$ cat src/rtl/spwm4_pkg.sv
package spwm4_pkg;

  typedef struct packed {
    logic       valid;
    logic       high;
    logic [1:0] clamp;
  } sect_map_t;

  function automatic sect_map_t decode_sector(input logic [2:0] s);
    sect_map_t m;
    m.valid = 1'b1;
    m.high  = s[0];
    case (s)
      3'd0, 3'd3: m.clamp = 2'd1;
      3'd1, 3'd4: m.clamp = 2'd0;
      3'd2, 3'd5: m.clamp = 2'd2;
      default: begin
        m.clamp = 2'd0;
        m.valid = 1'b0;
        m.high  = 1'b0;
      end
    endcase
    return m;
  endfunction

  function automatic logic [1:0] next_leg(input logic [1:0] l);
    return (l == 2'd2) ? 2'd0 : l + 2'd1;
  endfunction

endpackage

$ cat src/rtl/spwm4_carrier.sv
module spwm4_carrier #(
  parameter int CNT_W = 8
) (
  input  logic             clk,
  input  logic             rst_n,
  output logic [CNT_W-1:0] cnt_o,
  output logic             wrap_o
);
  localparam logic [CNT_W-1:0] CNT_MAX = {CNT_W{1'b1}};

  logic [CNT_W-1:0] cnt_q, cnt_d;

  always_comb begin
    cnt_d = (cnt_q == CNT_MAX) ? '0 : cnt_q + 1'b1;
  end

  always_ff @(posedge clk or negedge rst_n) begin
    if (!rst_n) cnt_q <= '0;
    else        cnt_q <= cnt_d;
  end

  assign cnt_o  = cnt_q;
  assign wrap_o = (cnt_q == CNT_MAX);

  // carrier advances by one, modulo its period
  p_carrier_step_r1: assert property (@(posedge clk) disable iff (!rst_n)
    1'b1 |=> (cnt_o == CNT_W'($past(cnt_o) + 1'b1)));

endmodule

$ cat src/rtl/spwm4_select.sv
module spwm4_select
  import spwm4_pkg::*;
#(
  parameter int CNT_W = 8
) (
  input  logic             clk,
  input  logic             rst_n,
  input  logic             wrap_i,
  input  logic [CNT_W-1:0] cnt_i,
  input  logic [2:0]       sector_i,
  input  logic [CNT_W-1:0] dp_i,
  input  logic [CNT_W-1:0] dn_i,
  input  logic [CNT_W-1:0] dx_i,
  output logic [3:0]       demand_o,
  output logic             enable_o
);
  logic [2:0]       sec_q, sec_d;
  logic [CNT_W-1:0] dp_q, dp_d, dn_q, dn_d, dx_q, dx_d;
  sect_map_t        map;
  logic [1:0]       dp_leg, dn_leg;

  always_comb begin
    sec_d = sec_q;
    dp_d  = dp_q;
    dn_d  = dn_q;
    dx_d  = dx_q;
    if (wrap_i) begin
      sec_d = sector_i;
      dp_d  = dp_i;
      dn_d  = dn_i;
      dx_d  = dx_i;
    end
  end

  always_ff @(posedge clk or negedge rst_n) begin
    if (!rst_n) begin
      sec_q <= 3'd7;
      dp_q  <= '0;
      dn_q  <= '0;
      dx_q  <= '0;
    end else begin
      sec_q <= sec_d;
      dp_q  <= dp_d;
      dn_q  <= dn_d;
      dx_q  <= dx_d;
    end
  end

  always_comb begin
    map    = decode_sector(sec_q);
    dp_leg = next_leg(map.clamp);
    dn_leg = next_leg(dp_leg);
    demand_o = '0;
    if (map.valid) begin
      for (int i = 0; i < 3; i++) begin
        if (2'(i) == map.clamp)     demand_o[i] = map.high;
        else if (2'(i) == dp_leg)   demand_o[i] = (cnt_i < dp_q);
        else                        demand_o[i] = (cnt_i < dn_q);
      end
      demand_o[3] = (cnt_i < dx_q);
    end
    enable_o = map.valid;
  end

  // captured sector moves only on a carrier wrap
  p_sector_hold_r2: assert property (@(posedge clk) disable iff (!rst_n)
    !wrap_i |=> $stable(sec_q));

  // in a valid sector exactly one phase leg is held at a fixed level
  p_clamp_fixed_r4: assert property (@(posedge clk) disable iff (!rst_n)
    (enable_o && !wrap_i) |=> (demand_o[map.clamp] == $past(demand_o[map.clamp])));

endmodule

$ cat src/rtl/spwm4_deadtime.sv
module spwm4_deadtime #(
  parameter int DT_W = 4
) (
  input  logic            clk,
  input  logic            rst_n,
  input  logic            en_i,
  input  logic            dem_i,
  input  logic [DT_W-1:0] dt_i,
  output logic            up_o,
  output logic            dn_o
);
  logic            lvl_q, lvl_d;
  logic [DT_W-1:0] tmr_q, tmr_d;
  logic            settled;

  always_comb begin
    lvl_d = lvl_q;
    tmr_d = tmr_q;
    if (dem_i != lvl_q) begin
      lvl_d = dem_i;
      tmr_d = '0;
    end else if (tmr_q < dt_i) begin
      tmr_d = tmr_q + 1'b1;
    end
  end

  always_ff @(posedge clk or negedge rst_n) begin
    if (!rst_n) begin
      lvl_q <= 1'b0;
      tmr_q <= '0;
    end else begin
      lvl_q <= lvl_d;
      tmr_q <= tmr_d;
    end
  end

  assign settled = (tmr_q >= dt_i);
  assign up_o    = en_i &  lvl_q & settled;
  assign dn_o    = en_i & ~lvl_q & settled;

  // complementary pair never overlaps
  p_no_overlap_r7: assert property (@(posedge clk) disable iff (!rst_n)
    !(up_o && dn_o));

  // a nonzero dead interval leaves both switches off when the upper one drops
  p_dead_gap_r7: assert property (@(posedge clk) disable iff (!rst_n)
    ((dt_i != '0) && $fell(up_o)) |-> !dn_o);

endmodule

$ cat src/rtl/spwm4_top.sv
module spwm4_top #(
  parameter int CNT_W = 8,
  parameter int DT_W  = 4
) (
  input  logic             clk,
  input  logic             rst_n,
  input  logic [2:0]       sector_i,
  input  logic [CNT_W-1:0] duty_p_i,
  input  logic [CNT_W-1:0] duty_n_i,
  input  logic [CNT_W-1:0] duty_x_i,
  input  logic [DT_W-1:0]  dead_i,
  output logic [3:0]       gate_up_o,
  output logic [3:0]       gate_dn_o
);
  localparam int N_LEGS = 4;

  logic [1:0]       rst_sync_q;
  logic             rst_int_n;
  logic [CNT_W-1:0] cnt;
  logic             wrap;
  logic [N_LEGS-1:0] demand;
  logic             enable;

  always_ff @(posedge clk or negedge rst_n) begin
    if (!rst_n) rst_sync_q <= 2'b00;
    else        rst_sync_q <= {rst_sync_q[0], 1'b1};
  end
  assign rst_int_n = rst_sync_q[1];

  spwm4_carrier #(.CNT_W(CNT_W)) u_carrier (
    .clk    (clk),
    .rst_n  (rst_int_n),
    .cnt_o  (cnt),
    .wrap_o (wrap)
  );

  spwm4_select #(.CNT_W(CNT_W)) u_select (
    .clk      (clk),
    .rst_n    (rst_int_n),
    .wrap_i   (wrap),
    .cnt_i    (cnt),
    .sector_i (sector_i),
    .dp_i     (duty_p_i),
    .dn_i     (duty_n_i),
    .dx_i     (duty_x_i),
    .demand_o (demand),
    .enable_o (enable)
  );

  for (genvar g = 0; g < N_LEGS; g++) begin : g_leg
    spwm4_deadtime #(.DT_W(DT_W)) u_dt (
      .clk   (clk),
      .rst_n (rst_int_n),
      .en_i  (enable),
      .dem_i (demand[g]),
      .dt_i  (dead_i),
      .up_o  (gate_up_o[g]),
      .dn_o  (gate_dn_o[g])
    );
  end

  // invalid captured sector leaves every gate off
  p_off_invalid_r3: assert property (@(posedge clk) disable iff (!rst_int_n)
    !enable |-> (gate_up_o == '0 && gate_dn_o == '0));

  // gates stay off while the internal reset is held
  p_reset_off_r9: assert property (@(posedge clk)
    !rst_int_n |-> (gate_up_o == '0 && gate_dn_o == '0));

endmodule

$ cat config.mk
export PLATFORM = sky130hd
export DESIGN_NAME = spwm4_top
export DESIGN_NICKNAME = d
export VERILOG_FILES = /design/src/rtl/spwm4_pkg.sv /design/src/rtl/spwm4_carrier.sv /design/src/rtl/spwm4_select.sv /design/src/rtl/spwm4_deadtime.sv /design/src/rtl/spwm4_top.sv
export SDC_FILE = /design/constraint.sdc
export NUM_CORES = 1
export LEC_CHECK = 0
export ABC_AREA = 1
export BUFFER_PORTS_ARGS = -buffer_cell sky130_fd_sc_hd__buf_2
export CAP_MARGIN = 40
export CORE_MARGIN = 2
export CORE_UTILIZATION = 35
export CTS_CLUSTER_SIZE = 8
export DETAILED_ROUTE_END_ITERATION = 7
export SLEW_MARGIN = 20
export SYNTH_ARGS = -nofsm -noshare
export SYNTH_HDL_FRONTEND = slang
export SYNTH_HIERARCHICAL = 1
export SYNTH_SLANG_ARGS = --single-unit
$ cat constraint.sdc
create_clock -name clk -period 1.9 [get_ports clk]
set_input_delay 0.19 -clock clk [delete_from_list [all_inputs] [get_ports clk]]
set_output_delay 0.19 -clock clk [all_outputs]
set_load 0.02 [all_outputs]
==> results by group, run 1 <==
Status
  – Outcome: complete, but fails checks
  – Violations in the final reports: setup timing

Logic synthesis
  – Synthesized Nets: 550
  – Warnings, synthesis: 6
  – Synth Flop Type: dfrtp_1
  – Post-synthesis sequential area ratio: 38.7%
  – Avg Inst Size Synth: 7.77 um^2
  – Library cells used by synthesis: 26
  – FF+latch count, synth: 57
  – Syn Std Cell Area: 3690 um^2
  – Largest cells by area after synthesis: dfrtp_1, ha_1, nand2_1, inv_1, nand3_1
  – Synth async-reset ratio: 100%
  – Post-synth EDFFs: 0
  – Area leader, netlist: dfrtp_1
  – Mapped Cells: 475
  – Most frequent cell after synthesis: nand2_1
  – Top cell type's share of synthesized area: 36.6%
  – Top cells by count, synth: nand2_1, inv_1, dfrtp_1

Routing
  – DR WL/cell: 12.8 um
  – Drt pass-1 iters: 5
  – Top Metal Used: met4
  – Vias: 3366
  – Drc violations: 0
  – Via density: 4.75
  – Met3 Wirelength: 318 um
  – WL met2: 4760 um
  – Final wirelength: 9080 um
  – M1 WL: 3900 um
  – DRT antenna net count: 0
  – Initial DRC count: 131

Pwr
  – Max VDD drop: 0.000466 V
  – Leakage power: 2.74 nW
  – PwrDens: 1010 nW/um^2
  – Total design power: 5.14 mW

STA
  – Skew final: 0.00916 ns
  – Fin crit share: 103%
  – PnR worst setup slack: -0.0617 ns
  – # setup viols final: 10
  – Period minus WS final: 1.96 ns
  – Hold_ws: 0.0467 ns
  – F_max: 510 MHz
  – Final hold violation count: 0
  – Slew Limit Fails: 0
  – RSZ-0062 raised after global routing: true

Floorplan
  – Die Wd: 107 um
  – Core area: 10300 um^2
  – Die height: 107 um
  – Initial Util: 35.9%
  – Full die area: 11400 um^2
  – I/O pin count: 41
  – Row cnt: 37

Setup path
  – Critical Path Start: u_carrier/cnt_o[7]$_DFF_PN0_
  – Critical Path AT: 2.25 ns
  – Most common cell type on the critical path: nand2_1
  – Worst EP required: 2.19 ns
  – Reg2reg end: g_leg[0].u_dt/tmr_q[3]$_DFFE_PN0P_
  – Largest stage delay on the critical path: 0.45 ns
  – Setup Crit Path Kind: flip-flop to flip-flop
  – Buf/Inv on CP: 2
  – Cell Chain, Critical Path: ha_4 -> nand2_1 -> o21a_1 -> buf_4 -> a21oi_2 -> nor2_4 -> xnor2_4 -> inv_2 -> nor2_2 -> nand2_1 -> nand2_1
  – Startpoint Class: flip-flop
  – Endpoint class of the critical path: flip-flop
  – Crit-path slowest cell: dfrtp_2
  – Largest delay share family, worst path: flip-flops
  – Worst R2R Path Depth: 11
  – R2r startpoint: u_carrier/cnt_o[7]$_DFF_PN0_
  – Reg2reg setup slack: -0.06 ns
  – Critical path fanouts, max: 5

Placement
  – Port Buffers: 40
  – Placement Cell Area: 4150 um^2
  – Placed cells: 655
  – Dpl hpwl: 5940 um
  – RD Place Congestion: 0.838

Clock tree
  – Worst-Skew Late Latency: 0.35 ns
  – Htree depth: 3
  – CTS tree: built
  – Clock tree buffer depth: 2
  – CTS clk-pin slew, worst paths: 0.07 ns
  – TritonCTS Buffers: 9
  – CTS sink cnt: 57
  – Root buf cell: clkbuf_8

Global route
  – Vias in the first global route: 3336
  – Largest net degree at the start of global routing: 56
  – First-pass GRT wire length: 15000 um
  – Total congestion overflow: 0
  – Initial antenna violation count: 0
  – Tot GR Track Use: 16.6%

Finish
  – Area grow syn2layout: 38.4%
  – Number of diodes: 0
  – Util after Layout: 49.7%
  – Layout cell share with drive strength beyond 1: 34.4%
  – Post-route non-filler standard cell count: 708
  – Nets: 642
  – Final Cell Area: 5110 um^2
  – Fill cells: 1001

Min path
  – Hold path startpoint: duty_p_i[6]
  – Hold crit path type: input port to flip-flop
  – Hold Path Depth: 3
  – Hold endpoint: u_select/dp_q[6]$_DFFE_PN0P_

Job
  – Max Cap Viol: 0
state kept, by name, summed over array words and instances (netlist names):
| signal | flops |
|---|---|
| g_leg.u_dt/lvl_q | 4 |
| g_leg.u_dt/tmr_q | 16 |
| rst_sync_q | 2 |
| u_carrier/cnt_o | 8 |
| u_select/dn_q | 8 |
| u_select/dp_q | 8 |
| u_select/dx_q | 8 |
| u_select/sec_q | 3 |
worst register-to-register path, stage by stage (launching register included):
cell     delay (ns)
dfrtp_2        0.45
ha_4           0.28
nand2_1        0.07
o21a_1         0.20
buf_4          0.14
a21oi_2        0.17
nor2_4         0.10
xnor2_4        0.24
inv_2          0.05
nor2_2         0.10
nand2_1        0.06
nand2_1        0.05
cells by family (layout without fill, tap and decap cells):
logic type | Yosys count | after routing | synth area share, %
AO/OA/AOI/OAI | 50 | 50 | 7.49
XOR/XNOR | 7 | 11 | 3.69
adder cells (fa/ha/maj) | 42 | 42 | 14.2
buffers and inverters | 102 | 195 | 10.5
flip-flops | 57 | 57 | 38.7
multiplexers | 2 | 2 | 0.610
other | 1 | 1 | 0.102
AND/OR/NAND/NOR | 214 | 214 | 24.6
final cells by class:
type | instances | area, um^2 | share of cell area [%]
clock buffer | 10 | 138 | 2.69
clock inverter | 6 | 105 | 2.06
inverter | 92 | 348 | 6.81
multi-input combinational | 320 | 2310 | 45.2
sequential | 57 | 1440 | 28.2
tap | 136 | 170 | 3.33
timing repair buffer | 87 | 598 | 11.7
report_power, final:
part / switching [mW] / internal, mW / leakage [nW]
logic: 1.13 / 1.03 / 2.00
clock network: 0.507 / 0.899 / 0.126
registers: 0.161 / 1.41 / 0.616
through the flow:
stage	setup TNS (ns)	worst slack, ns
floorplan	0	0.0132
global placement	-0.708	-0.0851
detailed placement	-1.21	-0.126
CTS	-0.0663	-0.0451
global route	-1.92	-0.172
finish	-0.292	-0.0617
what timing repair did:
| action | CTS | global route |
|---|---|---|
| pin swaps | 24 | 31 |
| setup buffers | 18 | 15 |
| gates cloned | 4 | 0 |
| endpoints found under the hold margin | 2 | 0 |
| resized for setup | 37 | 40 |
| hold buffers | 1 | 0 |
| endpoints found under the setup margin | 24 | 33 |
worst max-delay path by stage:
| stage | endpoint | slack (ns) | depth (start not counted) |
|---|---|---|---|
| after CTS | g_leg[0].u_dt/tmr_q[3]$_DFFE_PN0P_ | -0.05 | 11 |
| after global routing | g_leg[0].u_dt/tmr_q[3]$_DFFE_PN0P_ | -0.17 | 11 |
| final | g_leg[0].u_dt/tmr_q[3]$_DFFE_PN0P_ | -0.06 | 11 |
| after global placement | g_leg[0].u_dt/tmr_q[3]$_DFFE_PN0P_ | -0.09 | 13 |
| after floorplan | g_leg[3].u_dt/tmr_q[3]$_DFFE_PN0P_ | 0.01 | 11 |
| after detailed placement | g_leg[1].u_dt/tmr_q[3]$_DFFE_PN0P_ | -0.13 | 13 |
per-layer routing:
layer / global-route usage [%] / up-vias
li1: - / 1698
met1: 18.8 / 1594
met2: 31.1 / 61
met3: 3.83 / 13
met4: 4.64 / 0
met5: 0 / -
cell usage in the layout (no fill, tap or decap), types with 3 or more instances in the layout:
cell type / instances
nand2_2: 13
clkinv_2: 3
o21ai_1: 26
inv_2: 16
a21oi_4: 4
nand2_1: 112
xnor2_2: 3
dfrtp_1: 45
ha_1: 26
clkbuf_8: 10
a21oi_2: 10
buf_2: 36
nor2_2: 3
nand4_1: 20
bufinv_16: 3
inv_1: 75
xnor2_4: 5
buf_4: 46
nand3_1: 31
dfstp_2: 3
nor2_1: 25
nor2_4: 4
ha_4: 16
dfrtp_2: 9
a21oi_1: 4
nand3_2: 5
Note: power is estimated with default switching activity, not from simulation.
==> run 2, diff against run 1 <==
BUFFER_PORTS_ARGS = default   (was -buffer_cell sky130_fd_sc_hd__buf_2)
DONT_BUFFER_PORTS = 1   (was default)
==> results by group, run 2 (synthesis results as in run 1) <==
Status
  – Outcome: complete, but fails checks
  – Violations in the final reports: setup timing

Job
  – Max Cap Viol: 0

Placement
  – Placed cells: 619
  – Dpl hpwl: 5840 um
  – RD Place Congestion: 0.798
  – DP Worst Slack: -0.121 ns
  – Port Buffers: 0

Floorplan
  – Die Wd: 107 um
  – Core area: 10300 um^2
  – Full die area: 11400 um^2
  – I/O pin count: 41
  – Initial Util: 35.9%
  – Die height: 107 um
  – Row cnt: 37

Finish
  – Largest Register: g_leg.u_dt/tmr_q
  – Layout cell share with drive strength beyond 1: 26.9%
  – Max reg flops: 16
  – Fill cells: 990
  – Number of diodes: 0
  – Leading cell type in the layout, fill and taps excluded: nand2_1
  – Nets: 609
  – Post-route non-filler standard cell count: 675
  – Most frequent cells in the layout: nand2_1, inv_1, dfrtp_1
  – Area occupied by multi-input gates: 2260 um^2
  – Area grow syn2layout: 33.5%
  – Register Area: 1440 um^2

Clock tree
  – CTS clk-pin slew, worst paths: 0.07 ns
  – CTS sink cnt: 57
  – Htree depth: 3
  – Clock tree buffer depth: 2
  – CTS tree: built
  – TritonCTS Buffers: 9
  – Root buf cell: clkbuf_8
  – Worst-Skew Late Latency: 0.34 ns

Setup path
  – Setup Crit Path Kind: flip-flop to flip-flop
  – Worst R2R Path Depth: 11
  – Endpoint class of the critical path: flip-flop
  – Reg2reg end: g_leg[1].u_dt/tmr_q[3]$_DFFE_PN0P_
  – Critical Path AT: 2.19 ns
  – Startpoint Class: flip-flop
  – Worst EP required: 2.18 ns
  – Critical path fanouts, max: 5
  – Reg2reg setup slack: -0.003 ns
  – R2r startpoint: u_carrier/cnt_o[7]$_DFF_PN0_

Global route
  – Tot GR Track Use: 16.2%
  – Initial antenna violation count: 0
  – Total congestion overflow: 0
  – Vias in the first global route: 3212
  – Largest net degree at the start of global routing: 23
  – First-pass GRT wire length: 14600 um

STA
  – Relative slew slack: 65.9%
  – Skew final: 0.00971 ns
  – Slew at the pin closest to its max-slew limit: 0.512 ns
  – RSZ-0062 raised after global routing: true
  – Final hold violation count: 0
  – # setup viols final: 1
  – Period minus WS final: 1.90 ns
  – Slew Limit Fails: 0
  – Fin crit share: 100%
  – PnR worst setup slack: -0.00337 ns
  – F_max: 525 MHz
  – Hold_ws: 0.0376 ns

Pwr
  – Register share of total power: 37.0%
  – Leakage power: 2.57 nW
  – Internal: 2.86 mW
  – PwrDens: 909 nW/um^2
  – Part of the power in combinational logic: 35.7%
  – Switching part of the total: 36.1%
  – Clock network fraction of design power: 27.3%
  – Max VDD drop: 0.000363 V
  – P_sw: 1.62 mW

Routing
  – DRT antenna net count: 0
  – Via density: 4.77
  – Drt pass-1 iters: 4
  – Vias: 3220
  – Initial DRC count: 121
  – Final wirelength: 8550 um
  – Drc violations: 0
  – DR WL/cell: 12.7 um

Min path
  – Hold endpoint: u_select/dp_q[5]$_DFFE_PN0P_
  – Hold Path Depth: 2
  – Hold path startpoint: duty_p_i[5]
  – Hold crit path type: input port to flip-flop
[run 2: cell types whose count changed in the layout (fill, tap and decap cells not counted), moves of 4 or more]
cell           before  now
inv_1              75   65
a21oi_2            10   14
inv_2              16   27
buf_4              46   22
buf_2              36    0
a21oi_4             4    0
dlygate4sd3_1       1   27
[run 2: how the worst max path moves through the flow]
stage	slack, ns	depth (start not counted)	from	to
2_1_floorplan	0.01	11	u_carrier/cnt_o[5]$_DFF_PN0_	g_leg[3].u_dt/tmr_q[3]$_DFFE_PN0P_
3_3_place_gp	-0.07	12	u_carrier/cnt_o[3]$_DFF_PN0_	g_leg[2].u_dt/tmr_q[3]$_DFFE_PN0P_
3_5_place_dp	-0.12	13	u_carrier/cnt_o[3]$_DFF_PN0_	g_leg[2].u_dt/tmr_q[3]$_DFFE_PN0P_
4_1_cts	-0.03	12	u_carrier/cnt_o[7]$_DFF_PN0_	g_leg[2].u_dt/tmr_q[3]$_DFFE_PN0P_
5_1_grt	-0.14	12	u_carrier/cnt_o[7]$_DFF_PN0_	g_leg[1].u_dt/tmr_q[3]$_DFFE_PN0P_
6_report	-0.003	11	u_carrier/cnt_o[7]$_DFF_PN0_	g_leg[1].u_dt/tmr_q[3]$_DFFE_PN0P_
[run 2: power by group through the flow]
stage	sequential, mW	clock (mW)	combinational [mW]
2_1_floorplan	1.61	0	1.10
3_3_place_gp	1.66	0	1.28
3_5_place_dp	1.67	0	1.34
4_1_cts	1.64	1.26	1.44
5_1_grt	1.69	1.32	1.85
6_report	1.66	1.22	1.60
[run 2: worst max-delay path: stages (launching register included)]
cell	delay [ns]
dfrtp_2	0.47
ha_4	0.29
nand2_1	0.07
nor2_1	0.20
nand2_4	0.09
a21oi_2	0.17
nor2_4	0.09
xnor2_4	0.23
inv_2	0.05
nor2_1	0.08
nand2_1	0.06
nand2_1	0.05
[run 2: what timing repair did]
item,CTS,global route
setup buffers,4,6
gates resized for setup,40,39
endpoints found under the hold margin,28,0
gates cloned,4,0
hold buffers,27,0
pin swaps,39,40
setup endpoints to repair,21,24
[run 2: per-layer routing]
metal  track usage (%)  wire [um]  vias to the layer above
met1              19.1       3560                     1522
li1                  -          -                     1634
met4              5.29        116                        0
met2              29.5       4520                       54
met3              2.86        349                       10
met5                 0          0                        -
[run 2: cell type report]
type | count | area share (%)
multi-input combinational | 320 | 46.0
sequential | 57 | 29.2
clock inverter | 6 | 1.68
clock buffer | 10 | 2.59
tap | 136 | 3.45
timing repair buffer | 54 | 10.2
inverter | 92 | 7.01
[run 2: metrics by stage]
stage               power (mW)  utilization (%)  cell area [um^2]  setup TNS, ns
CTS                       4.35             46.0              4730        -0.0496
floorplan                 2.72                -              3700              0
finish                    4.48             48.0              4930       -0.00337
global placement          2.94             38.6              3960         -0.451
detailed placement        3.01             38.6              3960          -1.07
global route              4.85             48.0              4930          -1.88
